### config.mk
export PLATFORM = sky130hd
export DESIGN_NAME = hz_unit
export DESIGN_NICKNAME = d
export VERILOG_FILES = /design/src/rtl/hz_pkg.sv /design/src/rtl/hz_fwd_pick.sv /design/src/rtl/hz_loaduse_detect.sv /design/src/rtl/hz_ctrl_decide.sv /design/src/rtl/hz_unit.sv
export SDC_FILE = /design/constraint.sdc
export NUM_CORES = 1
export LEC_CHECK = 0
export ABC_AREA = 1
export BUFFER_PORTS_ARGS = -buffer_cell sky130_fd_sc_hd__buf_2
export CAP_MARGIN = 15
export CORE_MARGIN = 2
export CORE_UTILIZATION = 25
export DETAILED_ROUTE_END_ITERATION = 10
export SLEW_MARGIN = 0
export SYNTH_ARGS = -nofsm -noshare
export SYNTH_HDL_FRONTEND = slang
export SYNTH_HIERARCHICAL = 1
export SYNTH_SLANG_ARGS = --single-unit
### constraint.sdc
create_clock -name vclk -period 1.25
set_input_delay 0.25 -clock vclk [all_inputs]
set_output_delay 0.25 -clock vclk [all_outputs]
set_load 0.01 [all_outputs]
### src/rtl/hz_pkg.sv
package hz_pkg;

    typedef enum logic [1:0] {
        FWD_RF  = 2'b00,
        FWD_EX  = 2'b01,
        FWD_MEM = 2'b10,
        FWD_WB  = 2'b11
    } fwd_sel_e;

    typedef enum logic [1:0] {
        ACT_RUN   = 2'd0,
        ACT_HOLD  = 2'd1,
        ACT_FLUSH = 2'd2
    } pipe_act_e;

    localparam int unsigned N_PROD = 3;  // producers: 0 = EX, 1 = MEM, 2 = WB

endpackage

### src/rtl/hz_fwd_pick.sv
module hz_fwd_pick
    import hz_pkg::*;
#(
    parameter int unsigned RA_W = 4
) (
    input  logic [RA_W-1:0] src,
    input  logic            src_used,
    input  logic [RA_W-1:0] prod_dst [N_PROD],
    input  logic            prod_wen [N_PROD],
    output fwd_sel_e        sel
);

    logic [N_PROD-1:0] hit;

    genvar g;
    generate
        for (g = 0; g < N_PROD; g++) begin : g_cmp
            assign hit[g] = src_used && prod_wen[g]
                            && (prod_dst[g] != '0) && (prod_dst[g] == src);
        end
    endgenerate

    // youngest producer (index 0) takes priority
    always_comb begin
        sel = FWD_RF;
        if (hit[2]) sel = FWD_WB;
        if (hit[1]) sel = FWD_MEM;
        if (hit[0]) sel = FWD_EX;
    end

endmodule

### src/rtl/hz_loaduse_detect.sv
module hz_loaduse_detect #(
    parameter int unsigned RA_W = 4
) (
    input  logic [RA_W-1:0] src_a,
    input  logic            src_a_used,
    input  logic [RA_W-1:0] src_b,
    input  logic            src_b_used,
    input  logic [RA_W-1:0] ld_dst,
    input  logic            ld_wen,
    input  logic            ld_is_load,
    output logic            hazard
);

    logic ld_live;
    logic a_hit;
    logic b_hit;

    assign ld_live = ld_wen && ld_is_load && (ld_dst != '0);
    assign a_hit   = src_a_used && (src_a == ld_dst);
    assign b_hit   = src_b_used && (src_b == ld_dst);
    assign hazard  = ld_live && (a_hit || b_hit);

endmodule

### src/rtl/hz_ctrl_decide.sv
module hz_ctrl_decide
    import hz_pkg::*;
(
    input  logic      load_use,
    input  logic      branch_taken,
    output pipe_act_e act,
    output logic      stall,
    output logic      bubble_ex,
    output logic      flush_if,
    output logic      flush_id
);

    // action selection: flush outranks hold
    always_comb begin
        if (branch_taken)  act = ACT_FLUSH;
        else if (load_use) act = ACT_HOLD;
        else               act = ACT_RUN;
    end

    // output decode per action
    always_comb begin
        stall     = 1'b0;
        bubble_ex = 1'b0;
        flush_if  = 1'b0;
        flush_id  = 1'b0;
        unique case (act)
            ACT_RUN: begin
            end
            ACT_HOLD: begin
                stall     = 1'b1;
                bubble_ex = 1'b1;
            end
            ACT_FLUSH: begin
                flush_if = 1'b1;
                flush_id = 1'b1;
            end
            default: begin
            end
        endcase
    end

endmodule

### src/rtl/hz_unit.sv
module hz_unit
    import hz_pkg::*;
#(
    parameter int unsigned NUM_REGS = 16,
    localparam int unsigned RA_W    = $clog2(NUM_REGS)
) (
    input  logic [RA_W-1:0] id_src_a,
    input  logic            id_src_a_used,
    input  logic [RA_W-1:0] id_src_b,
    input  logic            id_src_b_used,
    input  logic [RA_W-1:0] ex_dst,
    input  logic            ex_wen,
    input  logic            ex_is_load,
    input  logic [RA_W-1:0] mem_dst,
    input  logic            mem_wen,
    input  logic [RA_W-1:0] wb_dst,
    input  logic            wb_wen,
    input  logic            ex_branch_taken,
    output logic [1:0]      fwd_sel_a,
    output logic [1:0]      fwd_sel_b,
    output logic            stall,
    output logic            bubble_ex,
    output logic            flush_if,
    output logic            flush_id
);

    logic [RA_W-1:0] prod_dst [N_PROD];
    logic            prod_wen [N_PROD];
    logic [RA_W-1:0] op_src   [2];
    logic            op_used  [2];
    fwd_sel_e        op_sel   [2];
    logic            load_use;
    pipe_act_e       act;

    assign prod_dst[0] = ex_dst;
    assign prod_dst[1] = mem_dst;
    assign prod_dst[2] = wb_dst;
    assign prod_wen[0] = ex_wen;
    assign prod_wen[1] = mem_wen;
    assign prod_wen[2] = wb_wen;

    assign op_src[0]  = id_src_a;
    assign op_src[1]  = id_src_b;
    assign op_used[0] = id_src_a_used;
    assign op_used[1] = id_src_b_used;

    genvar k;
    generate
        for (k = 0; k < 2; k++) begin : g_op
            hz_fwd_pick #(.RA_W(RA_W)) u_pick (
                .src      (op_src[k]),
                .src_used (op_used[k]),
                .prod_dst (prod_dst),
                .prod_wen (prod_wen),
                .sel      (op_sel[k])
            );
        end
    endgenerate

    assign fwd_sel_a = op_sel[0];
    assign fwd_sel_b = op_sel[1];

    hz_loaduse_detect #(.RA_W(RA_W)) u_lu (
        .src_a      (id_src_a),
        .src_a_used (id_src_a_used),
        .src_b      (id_src_b),
        .src_b_used (id_src_b_used),
        .ld_dst     (ex_dst),
        .ld_wen     (ex_wen),
        .ld_is_load (ex_is_load),
        .hazard     (load_use)
    );

    hz_ctrl_decide u_dec (
        .load_use     (load_use),
        .branch_taken (ex_branch_taken),
        .act          (act),
        .stall        (stall),
        .bubble_ex    (bubble_ex),
        .flush_if     (flush_if),
        .flush_id     (flush_id)
    );

    // checks across the picker, detector and decider
    always_comb begin
        AST_STALL_NEEDS_LOAD: assert (!stall || (ex_is_load && ex_wen && ex_dst != '0));
        AST_NO_FWD_ZERO_A: assert (fwd_sel_a == FWD_RF || id_src_a != '0);
        AST_NO_FWD_ZERO_B: assert (fwd_sel_b == FWD_RF || id_src_b != '0);
        AST_UNUSED_A_RF: assert (id_src_a_used || fwd_sel_a == FWD_RF);
        AST_UNUSED_B_RF: assert (id_src_b_used || fwd_sel_b == FWD_RF);
        AST_EX_SEL_MATCH: assert (fwd_sel_a != FWD_EX || (ex_wen && ex_dst == id_src_a));
        AST_STALL_SEES_EX: assert (!stall || fwd_sel_a == FWD_EX || fwd_sel_b == FWD_EX);
        AST_BRANCH_WINS: assert (!ex_branch_taken || (flush_if && flush_id && !stall && !bubble_ex));
    end

endmodule

======== Yosys cells after proc, flatten, opt, wreduce, memory -nomap -nowiden ========
Cells that the tools add are included.
operators by class
  add/sub/neg operators ................... 0
  multipliers ............................. 0
  divide/modulo/power cells ............... 0
  order comparisons ....................... 0
  eq/ne operators ......................... 10
  shift operators ......................... 0
  multiplexer cells ....................... 10
  bitwise logic cells ..................... 0
  reductions and logical operators ........ 27
operators by type and width
  kind                number
  $eq 4x4->1          8
  $logic_and 1x1->1   23
  $mux 2              7
  $reduce_bool 4->1   3
  $mux 1              3
  $eq 2x1->1 const B  1
  $eq 2x2->1 const B  1
  $logic_or 1x1->1    1
word-level totals
  register bits after elaboration ......... 0
  bits in latches ......................... 0
  bits in writable memories ............... 0
  memory bits (read-only) ................. 0
  bits of input ports ..................... 27
  output and inout bits ................... 8
  memories kept ........................... 0

======== Logic depth before layout (Yosys ltp) ========
Gate-level depths: netlist of run 1.
  depth after elaboration ................. 8
  depth in mapped cells ................... 9
  gate-level depth less buffers ........... 8

======== By module ========
Netlist of run 1, hierarchy kept.
by module, submodules not included
  module             instances  cells an instance  area each (um^2)  sequential area each (um^2)
  hz_fwd_pick        2          77                 309.0             0.0
  hz_loaduse_detect  1          37                 160.2             0.0
  hz_ctrl_decide     1          7                  41.3              0.0

======== Least setup slack after synthesis of run 1 ========
No wires, ideal clock.
  kind .................................... in2out
  start ................................... input port ex_dst[1]
  end ..................................... output port stall
  arrival time ............................ 1084 ps
  setup slack ............................. -84 ps
  stages .................................. 9
  cell sequence ........................... inv_2 nand2_1 nand2_1 nor2_1 nand3_1 a21oi_2 inv_1 nor2_1 buf_4
on the way
  word-level cells in the longest chain between the ends .. 8
ends and longest elaborated chain
  element                               line                                              text
  start: declaration                    hz_unit.sv:11                                     input logic [RA_W-1:0] ex_dst,
  $eq 4x4->1 (on tied branches)         hz_loaduse_detect.sv:19, hz_loaduse_detect.sv:20
  $logic_and 1x1->1 (on tied branches)  hz_loaduse_detect.sv:19, hz_loaduse_detect.sv:20
  $logic_or 1x1->1                      hz_loaduse_detect.sv:21                           assign hazard = ld_live && (a_hit || b_hit);
  $logic_and 1x1->1 *                   hz_loaduse_detect.sv:21
  named net load_use                    hz_unit.sv:32                                     logic load_use;
  $mux 1 *                              hz_ctrl_decide.sv:16                              else if (load_use) act = ACT_HOLD;
  $mux 2 *                              hz_ctrl_decide.sv:15                              if (branch_taken) act = ACT_FLUSH;
  $eq 2x1->1 *                          -
  $mux 1 *                              -
  end: declaration                      hz_unit.sv:21                                     output logic stall,
Mark *: on every way through the listed nets, which the timed path passes. The rest lies on a longest branch.

======== Final worst setup path of run 1 ========
  start ................................... input port ex_dst[3]
  end ..................................... output port stall
on the way
  word-level cells in the longest chain between the ends .. 8
ends and longest elaborated chain
  element                               line                                              text
  $eq 4x4->1 (on tied branches)         hz_loaduse_detect.sv:19, hz_loaduse_detect.sv:20
  $logic_and 1x1->1 (on tied branches)  hz_loaduse_detect.sv:19, hz_loaduse_detect.sv:20
  $logic_or 1x1->1                      hz_loaduse_detect.sv:21
  $logic_and 1x1->1 *                   hz_loaduse_detect.sv:21
  named net load_use                    hz_unit.sv:32
  $mux 1 *                              hz_ctrl_decide.sv:16
  $mux 2 *                              hz_ctrl_decide.sv:15
  $eq 2x1->1 *                          hz_ctrl_decide.sv:26                              unique case (act)
  $mux 1 *                              hz_ctrl_decide.sv:26
Marked as above.

==> results of run 1 <==
worst max path at each step:
| stage | from | endpoint | slack [ns] |
|---|---|---|---|
| finish | ex_dst[3] | stall | -0.08 |
| global route | ex_dst[3] | stall | -0.17 |
| CTS | ex_dst[3] | stall | -0.08 |
| floorplan | ex_dst[1] | stall | 0.03 |
| global placement | ex_dst[1] | stall | -0.16 |
| detailed placement | ex_dst[1] | stall | -0.17 |
metrics by stage:
stage	util, %	hold slack (ns)
4_1_cts	40.8	0.723
2_1_floorplan	-	0.535
3_5_place_dp	33.9	0.722
5_1_grt	44.7	0.747
6_report	44.7	0.725
3_3_place_gp	33.9	0.721
final cells by class:
class	instances	area (um^2)
Tap cell	44	55.1
Inverter	43	179
Timing Repair Buffer	39	448
Multi-Input combinational cell	150	683
Fill cell	351	1690
cell usage in the layout (no fill, tap or decap):
cell / instances
sky130_fd_sc_hd__xnor2_1: 1
sky130_fd_sc_hd__nand2_1: 75
sky130_fd_sc_hd__buf_12: 6
sky130_fd_sc_hd__nand3_1: 8
sky130_fd_sc_hd__inv_1: 24
sky130_fd_sc_hd__nor2_1: 28
sky130_fd_sc_hd__buf_6: 10
sky130_fd_sc_hd__clkinv_1: 2
sky130_fd_sc_hd__a21oi_2: 1
sky130_fd_sc_hd__o21ai_2: 1
sky130_fd_sc_hd__inv_6: 1
sky130_fd_sc_hd__xnor2_2: 1
sky130_fd_sc_hd__a21oi_1: 6
sky130_fd_sc_hd__o21ai_1: 2
sky130_fd_sc_hd__buf_2: 12
sky130_fd_sc_hd__xor2_1: 2
sky130_fd_sc_hd__inv_2: 11
sky130_fd_sc_hd__nand2_2: 17
sky130_fd_sc_hd__buf_4: 3
sky130_fd_sc_hd__buf_8: 7
sky130_fd_sc_hd__inv_4: 5
sky130_fd_sc_hd__buf_16: 1
sky130_fd_sc_hd__nor2_2: 8
layer usage:
layer	part of all wire [%]	vias up	GRT usage, %
met3	3.7	0	0.213
li1	-	641	-
met1	47	469	19.1
met4	0	0	0
met2	50	17	26.4
met5	0	-	0
power breakdown:
group | switching [uW] | internal, uW
Combinational | 200 | 210
Clock | 0 | 0
Sequential | 0 | 0
what timing repair did:
item                                    4_1_cts  5_1_grt
buffers inserted                              1        0
gates cloned                                  1        0
hold buffers                                  0        0
pin swaps                                    16       31
endpoints found under the hold margin         0        0
endpoints found under the setup margin        6        6
gates resized for setup                      58       40
==> summary.md, run 1 <==
Final cell count without fillers: 276. STA classifies the critical path endpoint as an output pin. Derived from the worst setup path, the maximum achievable clock frequency is 750 MHz. In this run, placement finished with an instance count of 274. The overall global routing resource usage is 14.1%. Gate family responsible for the most delay along the worst path: simple AND/OR/NAND/NOR gates. The logs give 0 for the max-slew violation count and 0 for the initial antenna violation count. Dividing the detail-routed wire length by the instance count gives 8.95 um. Class of the most critical hold timing path: input port to output pin. The worst setup slack before clock tree synthesis was -0.167 ns.

The critical path goes through buf_12 > nand2_2 > nand2_1 > nor2_1 > nand3_1 > a21oi_2 > inv_1 > nor2_2 > buf_2. The critical path buffer and inverter count works out to 3. Setup repair after global routing could not meet its margin everywhere. Summing internal, switching and leakage power gives 410 uW. The via count of the first global-routing pass came out at 947. The run finished, with violations left. Placement row count: 20. The worst setup path is launched from an input port. Setup total negative slack on the finished layout was measured at -0.184 ns.

At the pin with the least slew margin, the transition time is 0.156 ns. The post-layout minimum cycle time is 1.33 ns. The cell with the biggest individual delay on the critical path is sky130_fd_sc_hd__a21oi_2. The post-route fraction of the period consumed by the critical path came out at 107%.

The detail route stage leaves a number of antenna-violating nets equal to 0. After detailed routing, the number of remaining DRC violations is 0. The finished cells cover 1370 um^2.

The data arrival time of the critical path was 1.08 ns; the initial detailed-routing violation count was 21. Critical path's largest stage delay: 0.14 ns. In this run the mean area of a mapped cell was 4.10 um^2. After global routing the overflow that remains totals 0. Max-cap violations in this run came to 0. The critical path crosses 9 cells after its start point.

The layout has 0 clock buffers. The analysis attributes to cell leakage a power of 0.000809 uW. Yosys printed 6 warnings. When the netlist entered floorplanning its net count stood at 223. The worst hold path terminates at flush_if. The worst voltage drop across the vdd grid was 0.109 mV. The maximum fanout along the worst path was 8. The wire length of the first global-routing pass was 4150 um. In this run the tightest slew margin relative to its limit is 89.6%. The worst min-delay path startpoint was ex_branch_taken.

For this run, the post-layout net count is 261. The area taken by flip-flops and latches is 0 um^2. The placement-stage cell area came out at 1030 um^2. The floorplan step defined a die boundary enclosing 3690 um^2. The share of final-layout standard cells stronger than drive strength 1 was 36.2%; the die width was 60.7 um. The signed area change from the synthesized netlist to the final layout was 69.7%; the number of hold-slack violations in the final timing report was 0. The final worst slack is -0.0829 ns. 35 I/O pins were placed.

The antenna diode instance count was 0. The worst hold path was traced through 2 stages. At the end of routability-driven placement, the weighted congestion stood at 0.824.

The floorplan step defined a core boundary enclosing 3050 um^2. The floorplan step set the die height to 60.7 um. Using the TritonRoute via totals, the vias-per-cell ratio works out to 4.08. The total of buffers placed on input and output ports is 35, and the final-report setup violation count is 4. The startpoint-to-endpoint class of the critical path was input port to output pin. The tools report the data required time at the worst endpoint as 1.00 ns. The initial utilization of the core area, before any placement, comes to 26.4%. The number of sequential cells was 0. Synthesis produced 196 cells. The power density of the placed cells came out at 301 nW/um^2. For this block, the routed nets add up to 2470 um of wire.

The checks that failed: negative setup slack. Entering global routing, the biggest net connects 11 pins. For this run, the detailed router's first-pass iteration total came to 4. After synthesis the cells add up to 805 um^2. The logs give 1950 um for the HPWL after detailed placement and 1127 for the total via count in the routed design.
Note: power is estimated with default switching activity, not from simulation.
==> inputs of run 2 (changes only) <==
Settings changed: CAP_MARGIN 15 to 30, CORE_MARGIN 2 to default.
==> run 2 against run 1 <==
Net effect: cell count fell by 0.36%; combinational power fell by 11%; fmax rose by 1.9%; the run still ends with negative setup slack left; largest power group unchanged; power fell by 11%.
==> summary.md, run 2 (synthesized netlist as in run 1, its figures left out) <==
The flow ran to the end, but the final reports show violations. The final reports fail on negative setup slack. From bottom edge to top edge, the die measures 58.7 um. The number of design rule violations left after detail routing was 0; the area of the die was 3450 um^2. The area growth from synthesis to layout is 55.4%.

During I/O placement, the number of pins put on the boundary was 35. Setup repair after global routing could not meet its margin everywhere. The total iterations of the first detailed-routing run was 4. The run gives 0 as the initial antenna violation count. Number of sequential cells: 0. Summed over all layers, the global routing overflow is 0. During placement, the flow inserted port buffers numbering 35. The antenna diode instance count is 0, and the maximum number of pins on one net before global-route repair is 11.

The data arrival time of the critical path was 1.06 ns; the die width was 58.7 um. The area taken by flip-flops and latches is 0 um^2, and the final worst slack is -0.0579 ns. For this block, wires on met1 add up to 1060 um.

After detailed routing, the met2 layer carries 1110 um of wire. Summed over all failing endpoints, the final setup total negative slack is -0.154 ns. The tools report the wire length of the first global-routing pass as 3750 um. The detailed router finished its first iteration with 31 violations. Wire segments on met3 add up to 91 um in the final route. The data required time at the worst endpoint was 1.00 ns; the count of hold-fix buffers inserted at cts was 0. In this run the worst path has a maximum fanout of 7. Once placement finished, the instance area stood at 1030 um^2. The area of combinational cells with multiple inputs was 663 um^2.

After filler insertion, the fill cell instance count of the layout stands at 374. The tools report the worst-case headroom to the max-slew limit as 90.0%. Signal routing reaches up to met3. Max-capacitance violation count: 0. Setup violations remaining at the end of the flow were counted as 4.

HPWL after detailed placement: 1930 um. The post-layout minimum cycle time came out at 1.31 ns. Of the cells placed in the final design, the portion with a size suffix greater than 1 is 32.0%.

For hold timing, the worst endpoint is flush_id. Dividing total power by cell area gives a power density of 293 nW/um^2. The class of the most critical hold timing path was input port to output pin. The via count of the first global-routing pass is 919, and the worst voltage drop across the vdd grid is 0.103 mV. The library cell used most frequently in the layout, excluding fill and tap cells, is sky130_fd_sc_hd__nand2_1. For the number of hold-slack violations in the final timing report, the log shows 0. The critical path capture point type was an output pin. Wires add up to 2260 um.

For this configuration, the core starts out at a cell density of 26.4%. The hold-critical path depth is 2, and the overall global routing resource usage is 13.2%. The detailed-route wire length per cell works out to 8.23 um. The post-route fraction of the period consumed by the critical path works out to 105%. Detailed routing inserted a total of 1103 vias. In the finished layout, the clock tree contains a buffer count of 0. For the post-detailed-route count of antenna-violating nets, the log shows 0. The critical path in this run is classified as input port to output pin. The initialized floorplan defines 20 standard-cell rows.

The tools report the cell area after layout as 1250 um^2. Based on the critical path, the design can be clocked at up to 765 MHz. The tools report the leakage power as 0.000775 uW.

STA classifies the critical path startpoint as an input port. At the pin with the least slew margin, the transition time is 0.150 ns. Leaving out fill and tap cells, the most frequent cells in the layout are sky130_fd_sc_hd__nand2_1, sky130_fd_sc_hd__nor2_1, sky130_fd_sc_hd__inv_1. The vias per cell is 4.01. For this run, the post-layout net count is 260.

In this run the standard cell core region covers 3050 um^2. Final hold analysis gives a worst-case slack of 0.721 ns. The congestion estimate from routability-driven global placement came to 0.781.

The max-slew violation count is 0. Worst min-delay path startpoint: ex_branch_taken.
run 2: final cells by class:
| class | count | share of cell area, % |
|---|---|---|
| Inverter | 43 | 13.7 |
| Multi-Input combinational cell | 150 | 53.1 |
| Tap cell | 44 | 4.40 |
| Timing Repair Buffer | 38 | 28.8 |
run 2: how the worst max path moves through the flow:
stage	startpoint	end	slack [ns]	depth (start not counted)
final	ex_dst[1]	bubble_ex	-0.06	9
after global routing	ex_dst[0]	bubble_ex	-0.15	9
after CTS	ex_dst[2]	bubble_ex	-0.08	9
after detailed placement	ex_dst[2]	bubble_ex	-0.17	10
after global placement	ex_dst[2]	stall	-0.17	10
after floorplan	ex_dst[1]	stall	0.03	9
run 2: what timing repair did:
action,4_1_cts,5_1_grt
setup endpoints to repair,6,6
setup buffers,0,1
gates resized for setup,49,22
pin swaps,20,14
run 2: worst max-delay path: stages:
cell and delay [ns]:
sky130_fd_sc_hd__buf_12 0.11, sky130_fd_sc_hd__inv_4 0.05, sky130_fd_sc_hd__o21ai_1 0.05, sky130_fd_sc_hd__nor2_1 0.09, sky130_fd_sc_hd__nand3_1 0.11, sky130_fd_sc_hd__a21oi_2 0.12
sky130_fd_sc_hd__inv_1 0.05, sky130_fd_sc_hd__nor2_2 0.08, sky130_fd_sc_hd__buf_2 0.13
run 2: report_power, final:
part	switching, uW	internal (uW)	leakage (uW)	total, uW
clock network	0	0	0	0
logic	189	177	0.000775	366
registers	0	0	0	0
run 2: metal layers:
layer,vias up,global-route usage [%]
met1,449,17.2
li1,636,-
met5,-,0
met4,0,0.340
met2,18,25.3
met3,0,0.440
run 2: through the flow:
step           utilization, %  setup WS (ns)  instances  total power [uW]
2_1_floorplan               -         0.0264        196               165
3_3_place_gp             33.9         -0.169        274               287
3_5_place_dp             33.9         -0.168        274               289
4_1_cts                  38.9        -0.0811        274               346
5_1_grt                  40.9         -0.145        275               411
6_report                 40.9        -0.0579        275               366
